File: src/rtl/irq_aggr_pkg.sv
package irq_aggr_pkg;

    // Word addresses of the register port
    localparam int unsigned A_MAIN_SRC  = 0;
    localparam int unsigned A_MAIN_SET  = 1;
    localparam int unsigned A_MAIN_CLR  = 2;
    localparam int unsigned A_MAIN_MASK = 3;
    localparam int unsigned A_CTRL      = 4;
    localparam int unsigned A_CORE_SRC  = 8;
    localparam int unsigned A_CORE_SET  = 9;
    localparam int unsigned A_CORE_CLR  = 10;
    localparam int unsigned A_CORE_MASK = 11;
    localparam int unsigned A_DMA_SRC   = 12;
    localparam int unsigned A_DMA_SET   = 13;
    localparam int unsigned A_DMA_CLR   = 14;
    localparam int unsigned A_DMA_MASK  = 15;

    // Positions of the group summaries inside the main pending word
    localparam int unsigned TX_SUM_BIT  = 9;
    localparam int unsigned RX_SUM_BIT  = 8;
    localparam int unsigned DMA_SUM_BIT = 24;

    // Control word: bit 0 selects the line polarity formula
    localparam int unsigned CTRL_POL_BIT = 0;

    typedef struct packed {
        logic main_set;
        logic main_clr;
        logic main_mask;
        logic ctrl;
        logic core_set;
        logic core_clr;
        logic core_mask;
        logic dma_set;
        logic dma_clr;
        logic dma_mask;
    } wr_dec_t;

endpackage

File: src/rtl/irq_aggr_group.sv
module irq_aggr_group #(
    parameter int unsigned DW   = 32,
    parameter int unsigned NSUM = 1
) (
    input  logic            clk,
    input  logic            rst_n,
    input  logic            wr_set,
    input  logic            wr_clr,
    input  logic            wr_mask,
    input  logic [DW-1:0]   wdata,
    input  logic [DW-1:0]   hw_set,
    output logic [DW-1:0]   src_q_o,
    output logic [DW-1:0]   mask_q_o,
    output logic [NSUM-1:0] sum_q_o,
    output logic [NSUM-1:0] sum_d_o
);

    localparam int unsigned SLICE = DW / NSUM;

    typedef struct packed {
        logic [DW-1:0] src;
        logic [DW-1:0] mask;
    } grp_st_t;

    grp_st_t st_d, st_q;

    always_comb begin
        st_d = st_q;
        if (wr_set)  st_d.src  = st_q.src | wdata;
        if (wr_clr)  st_d.src  = st_d.src & ~wdata;
        st_d.src = st_d.src | hw_set;
        if (wr_mask) st_d.mask = wdata;
    end

    always_ff @(posedge clk or negedge rst_n) begin
        if (!rst_n) begin
            st_q <= '0;
        end else begin
            st_q <= st_d;
        end
    end

    // One summary flag per equal slice of the pending word
    for (genvar g = 0; g < NSUM; g++) begin : g_sum
        assign sum_d_o[g] = |(st_d.src[g*SLICE +: SLICE] & ~st_d.mask[g*SLICE +: SLICE]);
        assign sum_q_o[g] = |(st_q.src[g*SLICE +: SLICE] & ~st_q.mask[g*SLICE +: SLICE]);
    end

    assign src_q_o  = st_q.src;
    assign mask_q_o = st_q.mask;

endmodule

File: src/rtl/irq_aggr_holdoff.sv
module irq_aggr_holdoff #(
    parameter int unsigned HOLD_CYCLES = 50_000_000
) (
    input  logic clk,
    input  logic rst_n,
    input  logic pwr_i,
    output logic en_q_o,
    output logic en_d_o
);

    localparam int unsigned CW = $clog2(HOLD_CYCLES + 1);

    typedef struct packed {
        logic          pwr;
        logic          run;
        logic          en;
        logic [CW-1:0] cnt;
    } hold_st_t;

    hold_st_t st_d, st_q;

    always_comb begin
        st_d     = st_q;
        st_d.pwr = pwr_i;
        if (pwr_i && !st_q.pwr) begin
            // Fresh power-up: close the gate and restart the count
            st_d.en  = 1'b0;
            st_d.run = 1'b1;
            st_d.cnt = CW'(HOLD_CYCLES - 1);
        end else if (!pwr_i) begin
            st_d.run = 1'b0;
        end else if (st_q.run) begin
            if (st_q.cnt == '0) begin
                st_d.run = 1'b0;
                st_d.en  = 1'b1;
            end else begin
                st_d.cnt = st_q.cnt - 1'b1;
            end
        end
    end

    always_ff @(posedge clk or negedge rst_n) begin
        if (!rst_n) begin
            st_q <= '0;
        end else begin
            st_q <= st_d;
        end
    end

    assign en_q_o = st_q.en;
    assign en_d_o = st_d.en;

endmodule

File: src/rtl/irq_aggr_top.sv
module irq_aggr_top
    import irq_aggr_pkg::*;
#(
    parameter int unsigned DW          = 32,
    parameter int unsigned ADDR_W      = 5,
    parameter int unsigned HOLD_CYCLES = 50_000_000
) (
    input  logic              clk,
    input  logic              rst_n,
    input  logic [ADDR_W-1:0] reg_addr,
    input  logic              reg_wr,
    input  logic [DW-1:0]     reg_wdata,
    output logic [DW-1:0]     reg_rdata,
    input  logic [DW-1:0]     main_hw_set,
    input  logic [DW-1:0]     core_hw_set,
    input  logic [DW-1:0]     dma_hw_set,
    input  logic              pwr_i,
    output logic              irq_o
);

    typedef struct packed {
        logic [DW-1:0] src;
        logic [DW-1:0] mask;
        logic          pol;
        logic          irq;
    } main_st_t;

    main_st_t st_d, st_q;
    wr_dec_t  dec;

    logic [DW-1:0] core_src_q, core_mask_q, dma_src_q, dma_mask_q;
    logic [1:0]    core_sum_q, core_sum_d;
    logic [0:0]    dma_sum_q, dma_sum_d;
    logic          hold_en_q, hold_en_d;
    logic [DW-1:0] main_eff_q, main_eff_d, main_mask_q;
    logic          pol_q;

    // Write decode
    always_comb begin
        dec           = '0;
        dec.main_set  = reg_wr && (int'(reg_addr) == A_MAIN_SET);
        dec.main_clr  = reg_wr && (int'(reg_addr) == A_MAIN_CLR);
        dec.main_mask = reg_wr && (int'(reg_addr) == A_MAIN_MASK);
        dec.ctrl      = reg_wr && (int'(reg_addr) == A_CTRL);
        dec.core_set  = reg_wr && (int'(reg_addr) == A_CORE_SET);
        dec.core_clr  = reg_wr && (int'(reg_addr) == A_CORE_CLR);
        dec.core_mask = reg_wr && (int'(reg_addr) == A_CORE_MASK);
        dec.dma_set   = reg_wr && (int'(reg_addr) == A_DMA_SET);
        dec.dma_clr   = reg_wr && (int'(reg_addr) == A_DMA_CLR);
        dec.dma_mask  = reg_wr && (int'(reg_addr) == A_DMA_MASK);
    end

    // Core group: low half feeds the transmit flag, high half the receive flag
    irq_aggr_group #(.DW(DW), .NSUM(2)) core_grp_i (
        .clk      (clk),
        .rst_n    (rst_n),
        .wr_set   (dec.core_set),
        .wr_clr   (dec.core_clr),
        .wr_mask  (dec.core_mask),
        .wdata    (reg_wdata),
        .hw_set   (core_hw_set),
        .src_q_o  (core_src_q),
        .mask_q_o (core_mask_q),
        .sum_q_o  (core_sum_q),
        .sum_d_o  (core_sum_d)
    );

    irq_aggr_group #(.DW(DW), .NSUM(1)) dma_grp_i (
        .clk      (clk),
        .rst_n    (rst_n),
        .wr_set   (dec.dma_set),
        .wr_clr   (dec.dma_clr),
        .wr_mask  (dec.dma_mask),
        .wdata    (reg_wdata),
        .hw_set   (dma_hw_set),
        .src_q_o  (dma_src_q),
        .mask_q_o (dma_mask_q),
        .sum_q_o  (dma_sum_q),
        .sum_d_o  (dma_sum_d)
    );

    irq_aggr_holdoff #(.HOLD_CYCLES(HOLD_CYCLES)) hold_i (
        .clk    (clk),
        .rst_n  (rst_n),
        .pwr_i  (pwr_i),
        .en_q_o (hold_en_q),
        .en_d_o (hold_en_d)
    );

    // Main word, control and line: next state of everything feeds the line
    always_comb begin
        logic pend;
        st_d = st_q;
        if (dec.main_set)  st_d.src  = st_q.src | reg_wdata;
        if (dec.main_clr)  st_d.src  = st_d.src & ~reg_wdata;
        st_d.src = st_d.src | main_hw_set;
        if (dec.main_mask) st_d.mask = reg_wdata;
        if (dec.ctrl)      st_d.pol  = reg_wdata[CTRL_POL_BIT];

        main_eff_d              = st_d.src;
        main_eff_d[TX_SUM_BIT]  = core_sum_d[0];
        main_eff_d[RX_SUM_BIT]  = core_sum_d[1];
        main_eff_d[DMA_SUM_BIT] = dma_sum_d[0];

        pend     = |(main_eff_d & ~st_d.mask);
        st_d.irq = hold_en_d && (st_d.pol ? pend : !pend);
    end

    always_ff @(posedge clk or negedge rst_n) begin
        if (!rst_n) begin
            st_q      <= '0;
            st_q.mask <= '1;
        end else begin
            st_q <= st_d;
        end
    end

    always_comb begin
        main_eff_q              = st_q.src;
        main_eff_q[TX_SUM_BIT]  = core_sum_q[0];
        main_eff_q[RX_SUM_BIT]  = core_sum_q[1];
        main_eff_q[DMA_SUM_BIT] = dma_sum_q[0];
    end

    assign main_mask_q = st_q.mask;
    assign pol_q       = st_q.pol;
    assign irq_o       = st_q.irq;

    // Read path: set and clear addresses alias their source word
    always_comb begin
        reg_rdata = '0;
        case (int'(reg_addr))
            A_MAIN_SRC, A_MAIN_SET, A_MAIN_CLR: reg_rdata = main_eff_q;
            A_MAIN_MASK:                        reg_rdata = st_q.mask;
            A_CTRL:                             reg_rdata[CTRL_POL_BIT] = st_q.pol;
            A_CORE_SRC, A_CORE_SET, A_CORE_CLR: reg_rdata = core_src_q;
            A_CORE_MASK:                        reg_rdata = core_mask_q;
            A_DMA_SRC, A_DMA_SET, A_DMA_CLR:    reg_rdata = dma_src_q;
            A_DMA_MASK:                         reg_rdata = dma_mask_q;
            default:                            reg_rdata = '0;
        endcase
    end

endmodule

File: config.mk
export PLATFORM = sky130hd
export DESIGN_NAME = irq_aggr_top
export DESIGN_NICKNAME = d
export VERILOG_FILES = /design/src/rtl/irq_aggr_pkg.sv /design/src/rtl/irq_aggr_group.sv /design/src/rtl/irq_aggr_holdoff.sv /design/src/rtl/irq_aggr_top.sv
export SDC_FILE = /design/constraint.sdc
export NUM_CORES = 1
export LEC_CHECK = 0
export BUFFER_PORTS_ARGS = -buffer_cell sky130_fd_sc_hd__buf_2
export CORE_AREA = 4 4 132 261
export DETAILED_ROUTE_END_ITERATION = 10
export DIE_AREA = 0 0 136 265
export PLACE_DENSITY = 0.61
export SYNTH_ARGS = -nofsm -noshare
export SYNTH_HDL_FRONTEND = slang
export SYNTH_SLANG_ARGS = --single-unit
File: constraint.sdc
create_clock -name clk -period 5.34 [get_ports clk]
set_input_delay 0.801 -clock clk [delete_from_list [all_inputs] [get_ports clk]]
set_output_delay 0.801 -clock clk [all_outputs]
set_load 0.02 [all_outputs]
-- After elaboration in Yosys (flattened, before gate mapping)
Cells that the tools add are included.
- add/subtract/negate cells: 1
- equality and inequality tests: 13
- multiplexer cells: 19
- bitwise operators: 24
- reduce and logical (&&, ||, !) cells: 29
- operator list (kind ; count):
    32-bit two-way mux ; 9
    32-bit bitwise AND ; 6
    32-bit bitwise OR ; 6
    31-bit one-hot mux with 6 select lines ; 1
    32-bit NOT ; 4
    32-bit OR reduction ; 3
    16-bit bitwise AND ; 4
    16-bit NOT ; 4
    16-bit OR reduction ; 4
    28-bit two-way mux ; 2
    5-bit by 4-bit equality test with 1-bit output, second input constant ; 8
    27-bit two-way mux ; 1
    26-bit logical NOT ; 1
    26-bit two-way mux ; 1
    26-bit by 1-bit subtractor with 26-bit output, second input constant ; 1
    1-bit logical AND ; 12
    5-bit by 2-bit equality test with 1-bit output, second input constant ; 2
    3-bit OR reduction ; 3
    1-bit one-hot mux with 7 select lines ; 1
    5-bit by 1-bit equality test with 1-bit output, second input constant ; 1
    5-bit by 3-bit equality test with 1-bit output, second input constant ; 1
    5-bit logical NOT ; 1
    2-bit nonzero test ; 2
    1-bit two-way mux ; 3
    4 further kinds ; 5
- flip-flop bits (word level): 223
- logic and storage cells: 98

-- Depth between registers and ports, before layout
Gate-level depths: netlist of run 1.
- depth in word-level cells: 13
- depth in mapped cells: 13
- depth with buffers taken out: 11

-- Modules after synthesis
Synthesis of run 1 repeated with hierarchy kept, for this count alone.
- cell total of the unflattened synthesis: 1308
- area total of the unflattened synthesis: 12359.4 um^2
- modules (own cells, without submodules) (module ; instances ; cells each ; area an instance (um^2)):
    irq_aggr_top ; 1 ; 458 ; 4111.4
    irq_aggr_group at dma_grp_i ; 1 ; 366 ; 3507.1
    irq_aggr_group at core_grp_i ; 1 ; 314 ; 3109.2
    irq_aggr_holdoff ; 1 ; 170 ; 1631.6

-- Least setup slack after synthesis of run 1
No wires, ideal clock.
- path kind: input port to output port
- start: in reg_addr[3]
- end: out reg_rdata[24]
- arrival time: 2.486 ns
- path slack: 2.053 ns
- stages: 7
- buffers on the path: 3
- path through: buf_2 -> or3_1 -> clkbuf_1 -> nor2_1 -> clkbuf_1 -> o21ai_0 -> o311ai_0
- cells in the longest elaborated chain, start to end: 3
- ends and longest elaborated chain (item ; line ; source):
    start: declaration ; irq_aggr_top.sv:10 ; input logic [ADDR_W-1:0] reg_addr,
    5-bit by 4-bit equality test with 1-bit output (tied with other cells) ; irq_aggr_top.sv:132 ; case (int'(reg_addr))
    3-bit OR reduction ; irq_aggr_top.sv:132 ;
    31-bit one-hot mux with 6 select lines * ; irq_aggr_top.sv:132 ;
    end: declaration ; irq_aggr_top.sv:13 ; output logic [DW-1:0] reg_rdata,
Every way passes the cells marked *; elsewhere a longest branch is shown, timed or not.

-- Final worst setup path of run 1
- start: in reg_addr[3]
- end: out reg_rdata[29]
Same word-level chain as after synthesis.

==> summary.md, run 1 <==
| Metric | Value |
|---|---|
| DIE AREA | 36000 um2 |
| Max frequency | 253 MHz |
| Status | completed |
| Share of cells above drive strength 1 | 20.3% |
| Setup crit start kind | input port |
| Async SR Flop Fraction | 100% |
| Met3 Use GR | 3.32% |
| RSZ-0062 raised after global routing | false |
| Met1 Usage GRT | 28.0% |
| Clock root buffer master | clkbuf_16 |
| DRC viols | 0 |
| Count of cell types in the netlist | 43 |
| Total CTS buffers | 23 |
| Hold buffer count at cts | 0 |
| Max-slew headroom | 32.7% |
| Die Y | 265 um |
| Crit path buf inv count | 3 |
| Synth top area cells | dfrtp_1 40%, mux2i_1 8.4%, a22oi_1 7.5%, dfstp_2 7.1%, o21bai_1 5.9% |
| Slowest cell delay on critical path | 820 ps |
| P per Cell Area | 305 nW/um2 |
| Busiest grt layer | met2 |
| Final hold slack | 261 ps |
| Path type of the worst min-delay path | input port to async pin |
| Ordered list of cells on the worst path | buf_2 -> or3_1 -> nor2_2 -> buf_4 -> a22oi_1 -> nand3_1 -> buf_2 |
| R2R setup slack | 2230 ps |
| CP dominant cell by count | buf_2 |
| Synth top area share | 39.7% |
| Mapped Nets | 1382 |
| Final hold vios | 0 |
| FP Rows | 93 |
| Crit-path leading delay family | simple AND/OR/NAND/NOR gates |
| All-Layer GR Usage | 26.1% |
| Met2 usage | 45.6% |
| Largest net degree at the start of global routing | 93 |
| CP Data Required Time | 4540 ps |
| Yosys warning count | 0 |
| DR WL/cell | 26.5 um |
| Clock Path Buffers | 3 |
| Post-synthesis cell area | 11900 um2 |
| Initial core utilization | 36.8% |
| First DRT Iteration DRCs | 1026 |
| Total wire length | 47800 um |
| Setup crit end kind | primary output |
| Seq/Total Area, Yosys | 46.8% |
| Area Growth Syn to Fin | 17.0% |
| First-pass GRT wire length | 71000 um |
| Synth area leader | dfrtp_1 |
| Max Cap Viol | 0 |
| Final min period | 3960 ps |
| Vias per cell | 5.95 |
| Vias in the first global route | 11400 |
| Crit Path Class | input port to primary output |
| CTS tree | yes |
| Flops & latches, synth | 220 |
| Worst EP arrival | 3160 ps |
| Clk pin slew, worst setup/hold paths | 60 ps |
| Commonest register cell after synthesis | dfrtp_1 |
| Least-Margin Pin Slew | 1010 ps |
| Slowest-stage cell, CP | nor2_2 |
| Post-DP HPWL | 35600 um |
| Post-CTS Repair Setup Buffers | 0 |
| Final Core Density | 43.0% |
| Initial antenna violation count | 2 |
| Leak | 0.00691 uW |
| Core area | 32200 um2 |
| Fin crit share | 74.1% |
| Final Instance Count excl. Fillers | 1804 |
| Die X-Extent | 136 um |
| Gpl congestion | 0.997 |
| Final Skew | 12.7 ps |
| Fill count | 3231 |
| Syn Inst Count | 1243 |
| Cells resized by post-CTS repair | 0 |
| Routed Antenna Nets | 0 |
| Placed Cells | 1761 |
| Max-slew violations | 0 |
| Syn_area_per_cell | 9.53 um2 |
| Final setup viols | 0 |
| Worst VDD drop | 0.000214 V |
| GRT overflow | 0 |
| Post-synth EDFFs | 0 |
| Tot Pwr | 4230 uW |
| Io pins | 170 |
| CP Max Fanout | 17 |
| Via count | 10700 |
| CTS H-Tree Depth | 1 |
| Setup TNS | 0 ps |
| NumNets Final | 1498 |
| TritonRoute pass-1 iters | 5 |
| IO buf count | 166 |
| Clk_lat worst skew | 530 ps |
| Clock sink count | 220 |
==> flip-flops by register name, summed over array words and instances, names as in the netlist <==
signal	cells
irq_o	1
main_eff_q	29
hold_i.st_q	28
hold_i.en_q_o	1
core_grp_i.src_q_o	32
main_mask_q	32
core_grp_i.mask_q_o	32
pol_q	1
dma_grp_i.src_q_o	32
dma_grp_i.mask_q_o	32
==> cell usage after synthesis, drive strengths merged (6+ instances only) <==
library cell and count:
nand4 14, dfstp 32, o21ai 6, o21bai 93
nor4 10, xnor2 17, nand2 49, nor2 21
a221oi 19, a31oi 94, mux2i 100, xor2 6
inv 164, and3 94, dfrtp 188, nand3 33
o22ai 22, buf 16, a21oi 6, clkbuf 86
nor3 21, a22oi 119
==> placed cells by master (no fill, tap or decap), drive strengths merged, types with 22 or more instances in the layout <==
| cell type | synthesis | routed |
|---|---|---|
| dfstp | 32 | 32 |
| o22ai | 22 | 22 |
| clkbuf | 86 | 36 |
| and3 | 94 | 94 |
| a22oi | 119 | 119 |
| nand2 | 49 | 49 |
| mux2i | 100 | 100 |
| buf | 16 | 193 |
| inv | 164 | 165 |
| nand3 | 33 | 33 |
| a31oi | 94 | 94 |
| o21bai | 93 | 93 |
| dfrtp | 188 | 188 |
==> layout make-up <==
cell class	count	area (um2)	area share (%)
timing repair buffer	193	1080	7.80
inverter	164	616	4.44
clock buffer	36	684	4.94
sequential	220	5550	40.0
antenna	1	2.50	0.0180
tap	427	534	3.85
clock inverter	6	33.8	0.244
multi-input combinational	757	5370	38.7
==> path summary, 6_finish.rpt <==
check / start / endpoint / cells after the start
min: rst_n / main_eff_q[0] / 1
max in group asynchronous: rst_n / core_grp_i.mask_q_o[30] / 2
min in group clk: pwr_i / hold_i.st_q[28] / 1
min reg2reg: hold_i.st_q[25] / hold_i.st_q[25] / 2
max reg2reg: hold_i.st_q[0] / hold_i.st_q[23] / 11
max: reg_addr[3] / reg_rdata[29] / 7
==> per-layer routing <==
metal | wire [um] | vias up
met4 | 4330 | 4
met2 | 24700 | 496
met1 | 16100 | 5334
met5 | 30 | -
li1 | - | 4726
met3 | 2670 | 171
==> per-stage QoR <==
stage          cell area [um2]  worst slack, ps
5_1_grt                  13900             1280
3_3_place_gp             13100             1390
4_1_cts                  13900             1390
6_report                 13900             1380
3_5_place_dp             13100             1390
2_1_floorplan            11900             2050
==> kinds of logic (layout without fill, tap and decap cells) <==
| family | Yosys count | after routing | synth area share (%) |
|---|---|---|---|
| multiplexers | 101 | 101 | 8.54 |
| AND/OR/NAND/NOR | 268 | 268 | 12.4 |
| other | 0 | 1 | 0 |
| buffers and inverters | 266 | 399 | 8.55 |
| adder cells (fa/ha/maj) | 2 | 2 | 0.211 |
| flip-flops | 220 | 220 | 46.8 |
| AO/OA/AOI/OAI | 363 | 363 | 21.8 |
| XOR/XNOR | 23 | 23 | 1.70 |
==> where the power goes <==
group | leakage [uW] | internal (uW) | switching [uW] | total [uW]
registers | 0.00231 | 1860 | 155 | 2010
logic | 0.00425 | 217 | 434 | 651
clock network | 0.000359 | 881 | 689 | 1570
total | 0.00691 | 2950 | 1280 | 4230
No activity file was read; power rests on OpenSTA's default activity.
==> run 2, diff against run 1 <==
Clock period 5.34 ns to 3.8 ns, I/O delays scaled along.
==> summary.md, run 2 (synthesized netlist as in run 1, its figures left out) <==
| Metric | Value |
|---|---|
| Clock sink count | 220 |
| Path type of the worst min-delay path | input port to async pin |
| P per Cell Area | 440 nW/um2 |
| Status | completed |
| GRT overflow | 0 |
| CP dominant cell by count | or4_4 |
| NumNets Final | 1505 |
| Comb pwr share | 14.9% |
| Leak | 0.00701 uW |
| Die Y | 265 um |
| Final hold vios | 0 |
| Clk_lat worst skew | 530 ps |
| Setup TNS | 0 ps |
| Final Instance Count excl. Fillers | 1810 |
| CP Max Fanout | 5 |
| FP Rows | 93 |
| Crit path buf inv count | 0 |
| DR WL/cell | 26.3 um |
| Placed Cells | 1768 |
| Die X-Extent | 136 um |
| Routed Antenna Nets | 0 |
| Total wire length | 47500 um |
| CTS tree | yes |
| Setup crit end kind | flop |
| Max frequency | 327 MHz |
| Final Core Density | 43.7% |
| Worst EP arrival | 3440 ps |
| DIE AREA | 36000 um2 |
| Core area | 32200 um2 |
| Post-CTS Repair Setup Buffers | 0 |
| Vias in the first global route | 11200 |
| Max-slew headroom | 50.5% |
| Fill count | 3177 |
| Initial antenna violation count | 4 |
| R2R setup slack | 750 ps |
| CTS H-Tree Depth | 1 |
| First DRT Iteration DRCs | 1002 |
| Clock power share | 39.6% |
| Internal power | 4370 uW |
| Final setup viols | 0 |
| Reg2reg start | hold_i.st_q[2] |
| Crit-path leading delay family | simple AND/OR/NAND/NOR gates |
| Ordered list of cells on the worst path | or4_4 -> or3_4 -> nor2_2 -> nand4_1 -> or4_1 -> or4_4 -> xor2_1 -> nand2_1 |
| First-pass GRT wire length | 70100 um |
| Sw Pwr | 1830 uW |
| Crit path from | hold_i.st_q[2] |
| Clk pin slew, worst setup/hold paths | 70 ps |
| Vias per cell | 5.96 |
| Final min period | 3050 ps |
| IO buf count | 166 |
| DRC viols | 0 |
| Fin crit share | 80.4% |
| Cells resized by post-CTS repair | 0 |
| Largest net degree at the start of global routing | 92 |
| Worst VDD drop | 0.000344 V |
| Clock Path Buffers | 3 |
| Share of cells above drive strength 1 | 20.7% |
| Commonest non-fill, non-tap cell in the layout | dfrtp_1 |
| Final Skew | 13.8 ps |
| Total CTS buffers | 23 |
| All-Layer GR Usage | 25.9% |
| Final hold slack | 58.4 ps |
| Crit Path Class | flop to flop |
| RSZ-0062 raised after global routing | false |
| TritonRoute pass-1 iters | 6 |
| Reg power frac | 45.5% |
| Post-DP HPWL | 35300 um |
| Setup crit start kind | flop |
| Sw frac | 29.5% |
| Commonest cells after routing, fill and taps aside | 188 x dfrtp_1, 165 x buf_2, 164 x inv_1 |
| Via count | 10800 |
| Max-slew violations | 0 |
| Slowest cell delay on critical path | 590 ps |
| Hold buffer count at cts | 0 |
| Area Growth Syn to Fin | 18.9% |
| Max Cap Viol | 0 |
| CP Data Required Time | 4190 ps |
| Clock root buffer master | clkbuf_16 |
| Io pins | 170 |
| Initial core utilization | 36.8% |
| Gpl congestion | 1.04 |
| Slowest-stage cell, CP | or4_4 |
| Least-Margin Pin Slew | 743 ps |
-- run 2: cell types whose count changed in the layout (fill, tap and decap cells not counted), sizes merged --
cell	before	now
buf	193	200
clkbuf	36	32
bufinv	0	4
inv	165	164
-- run 2: layout make-up --
cell class	count	area, um2	share of cell area [%]
sequential	220	5550	39.3
tap	427	534	3.79
multi-input combinational	757	5370	38.1
clock inverter	9	156	1.11
inverter	164	616	4.37
timing repair buffer	200	1230	8.75
clock buffer	32	639	4.54
antenna	1	2.50	0.0178
-- run 2: power by group through the flow --
stage / sequential, uW / clock [uW] / combinational [uW]
after detailed placement: 2860 / 0 / 913
after global placement: 2860 / 0 / 898
after global routing: 2840 / 2570 / 1000
final: 2830 / 2460 / 924
after floorplan: 2760 / 0 / 527
after CTS: 2820 / 2480 / 917
-- run 2: through the flow --
step           setup slack (ps)  total power, uW  cell area, um2
2_1_floorplan               973             3280           11900
3_3_place_gp                436             3750           13300
3_5_place_dp                427             3770           13300
4_1_cts                     722             6210           14100
5_1_grt                     534             6420           14100
6_report                    745             6210           14100
-- run 2: final timing paths --
check	endpoint	cells after the start
min in group clk	hold_i.st_q[28]	1
min reg2reg	hold_i.st_q[23]	2
max	hold_i.st_q[23]	8
max reg2reg	hold_i.st_q[23]	8
min	main_eff_q[11]	1
max in group asynchronous	main_mask_q[29]	2
-- run 2: per-layer routing --
metal	GRT usage, %	vias to the layer above	wire (um)
li1	-	4750	-
met4	18.5	6	4120
met1	27.2	5365	15900
met2	46.3	504	24600
met3	3.67	169	2810
met5	0	-	43
==> run 3, diff against run 2 <==
Settings changed: ABC_AREA set to 1, CORE_AREA 4 4 132 261 to 4 4 137 270, DIE_AREA 0 0 136 265 to 0 0 141 274.
Clock period 3.8 ns to 2.9 ns, I/O delays scaled along.
==> summary.md, run 3 <==
| Metric | Value |
|---|---|
| Max Cap Viol | 0 |
| FP Rows | 97 |
| Via count | 12700 |
| Core area | 35000 um2 |
| Worst EP arrival | 2380 ps |
| Largest family of logic cells by synthesized area | simple AND/OR/NAND/NOR gates |
| Initial core utilization | 36.4% |
| GRT overflow | 0 |
| Flops & latches, synth | 220 |
| Dpl cell area | 14500 um2 |
| Register area | 5550 um2 |
| Synth area leader | dfrtp_1 |
| Path type of the worst min-delay path | input port to flop |
| Vias per cell | 5.11 |
| Crit-path leading delay family | buffers and inverters |
| Fin crit share | 97.0% |
| Clk pin slew, worst setup/hold paths | 60 ps |
| Placed Cells | 2443 |
| Top post-synthesis cells by count | 630 x nand2_1, 412 x inv_1, 188 x dfrtp_1, 125 x o21ai_0, 78 x nor2_1 |
| Max-slew violations | 0 |
| Most frequent cell after synthesis | nand2_1 |
| Crit path buf inv count | 3 |
| Die X-Extent | 141 um |
| Syn_area_per_cell | 6.91 um2 |
| DIE AREA | 38600 um2 |
| Async SR Flop Fraction | 100% |
| Post-synth EDFFs | 0 |
| Max-slew headroom | 52.4% |
| Post-Synth Simple-Gate Area | 25.5% |
| RSZ-0062 raised after global routing | false |
| Worst reg-to-reg path cell count | 10 |
| Final min period | 2810 ps |
| Post-DP HPWL | 38600 um |
| Total wire length | 50300 um |
| Worst VDD drop | 0.000436 V |
| Worst Hold End | hold_i.st_q[28] |
| Die Y | 274 um |
| Area Growth Syn to Fin | 19.9% |
| CTS tree | yes |
| Leak | 0.00831 uW |
| Mapped Nets | 1982 |
| All-Layer GR Usage | 25.8% |
| Final setup viols | 0 |
| Critical R2R Capture | hold_i.st_q[25] |
| Area occupied by multi-input gates | 5270 um2 |
| First DRT Iteration DRCs | 912 |
| Slowest cell delay on critical path | 370 ps |
| Slowest-stage cell, CP | dfrtp_1 |
| Synth top area cells | dfrtp_1 37%, nand2_1 19%, inv_1 12%, dfstp_2 6.6%, o21ai_0 4.9% |
| Max frequency | 356 MHz |
| NumNets Final | 2163 |
| Post-Synth Adder-Cell Area | 0.197% |
| Clock root buffer master | clkbuf_16 |
| Gpl congestion | 0.953 |
| Least-Margin Pin Slew | 712 ps |
| Synth top area share | 37.0% |
| Vias in the first global route | 12900 |
| P per Cell Area | 553 nW/um2 |
| Io pins | 170 |
| Largest net degree at the start of global routing | 76 |
| IO buf count | 166 |
| DR WL/cell | 20.2 um |
| Setup crit end kind | primary output |
| CP Data Required Time | 2470 ps |
| Final Skew | 25.7 ps |
| Mux share of post-synthesis cell area | 0% |
| Hold depth | 1 |
| Routed Antenna Nets | 0 |
| Final Core Density | 43.7% |
| Final Instance Count excl. Fillers | 2487 |
| Reg2reg start | hold_i.st_q[0] |
| CP dominant cell by count | buf_4 |
| Crit Path Class | flop to primary output |
| Clock sink count | 220 |
| Commonest cells after routing, fill and taps aside | 630 x nand2_1, 412 x inv_1, 188 x dfrtp_1 |
| Setup crit start kind | flop |
| Count of cell types in the netlist | 42 |
| Ordered list of cells on the worst path | nand2_1 -> o21ai_1 -> nor4_1 -> buf_4 -> a31oi_1 -> buf_4 -> a2111o_1 -> buf_2 |
| Fill count | 3721 |
| Post-synthesis cell area | 12700 um2 |
| Commonest non-fill, non-tap cell in the layout | nand2_1 |
| Setup TNS | 0 ps |
| Yosys warning count | 0 |
| TritonRoute pass-1 iters | 5 |
| Total CTS buffers | 23 |
| Seq/Total Area, Yosys | 43.6% |
| Status | completed |
| Compound-gate portion of the synthesized area | 15.5% |
| First-pass GRT wire length | 75100 um |
| Clk_lat worst skew | 540 ps |
| Clock Path Buffers | 3 |
| CTS H-Tree Depth | 1 |
| Synth Area in XOR/XNOR | 0.0688% |
| Min-delay src | pwr_i |
| R2R setup slack | 390 ps |
| Commonest register cell after synthesis | dfrtp_1 |
| Final hold vios | 0 |
| Share of cells above drive strength 1 | 15.9% |
| Syn Inst Count | 1843 |
| DRC viols | 0 |
| CP Max Fanout | 2 |
| Post-route cell area | 15300 um2 |
| Initial antenna violation count | 2 |
-- run 3: cell types whose count changed after synthesis, moves of 26 or more --
cell,previous run,this run
o22ai_1,22,55
a31oi_1,94,3
o21bai_1,93,4
o21ai_0,6,125
and3_1,94,0
nand3_1,33,62
inv_1,164,412
nand2_1,49,630
o221ai_1,0,26
nor2_1,20,78
o21ai_1,0,27
a22oi_1,119,1
mux2i_1,100,0
clkbuf_1,86,31
-- run 3: metal layers --
metal  track usage, %  vias up  routed length (um)
li1                 -     6076                   -
met1             25.3     5966               16400
met2             47.7      479               26600
met3             3.14      193                2410
met4             20.6        2                4840
met5                0        -                  20
-- run 3: stage by stage --
step / setup WS [ps] / hold slack [ps] / power (uW)
floorplan: 656 / 139 / 4640
global placement: -79.9 / 459 / 5420
detailed placement: -66.3 / 466 / 5450
CTS: 3.16 / 10.8 / 8490
global route: 10.3 / 21.0 / 8850
finish: 88.4 / 27.6 / 8440
-- run 3: layout make-up --
class | instances | area share [%]
clock buffers | 35 | 4.46
inverters | 419 | 10.3
multi-input cells | 1131 | 34.5
flip-flops and latches | 220 | 36.3
well taps | 445 | 3.65
repair buffers | 229 | 10.3
diodes | 1 | 0.0164
clock inverters | 7 | 0.459
-- run 3: power breakdown --
group	internal [uW]	switching (uW)	total, uW
logic	610	1230	1840
registers	3400	166	3570
clock network	1710	1320	3030
-- run 3: cells by family after synthesis --
kind of cell | count (synthesis)
flops | 220
buf+inv | 492
fa+ha+maj | 2
simple gates | 809
xor+xnor | 1
compound gates | 319
-- run 3: worst max path at each step --
| stage | startpoint | slack (ps) | cells past startpoint | end |
|---|---|---|---|---|
| floorplan | reg_addr[4] | 660 | 9 | reg_rdata[10] |
| global placement | reg_addr[2] | -80 | 20 | irq_o |
| detailed placement | reg_addr[2] | -70 | 19 | irq_o |
| CTS | core_grp_i.src_q_o[22] | 3 | 7 | reg_rdata[8] |
| global route | core_grp_i.src_q_o[15] | 10 | 6 | reg_rdata[9] |
| finish | core_grp_i.src_q_o[24] | 90 | 8 | reg_rdata[8] |
-- run 3: repair_timing --
item / CTS / global route
buffers inserted: 0 / 0
hold buffers: 1 / 0
gates resized for setup: 2 / 1
pin swaps: 0 / 0
endpoints found under the setup margin: 2 / 1
hold endpoints to repair: 54 / 0
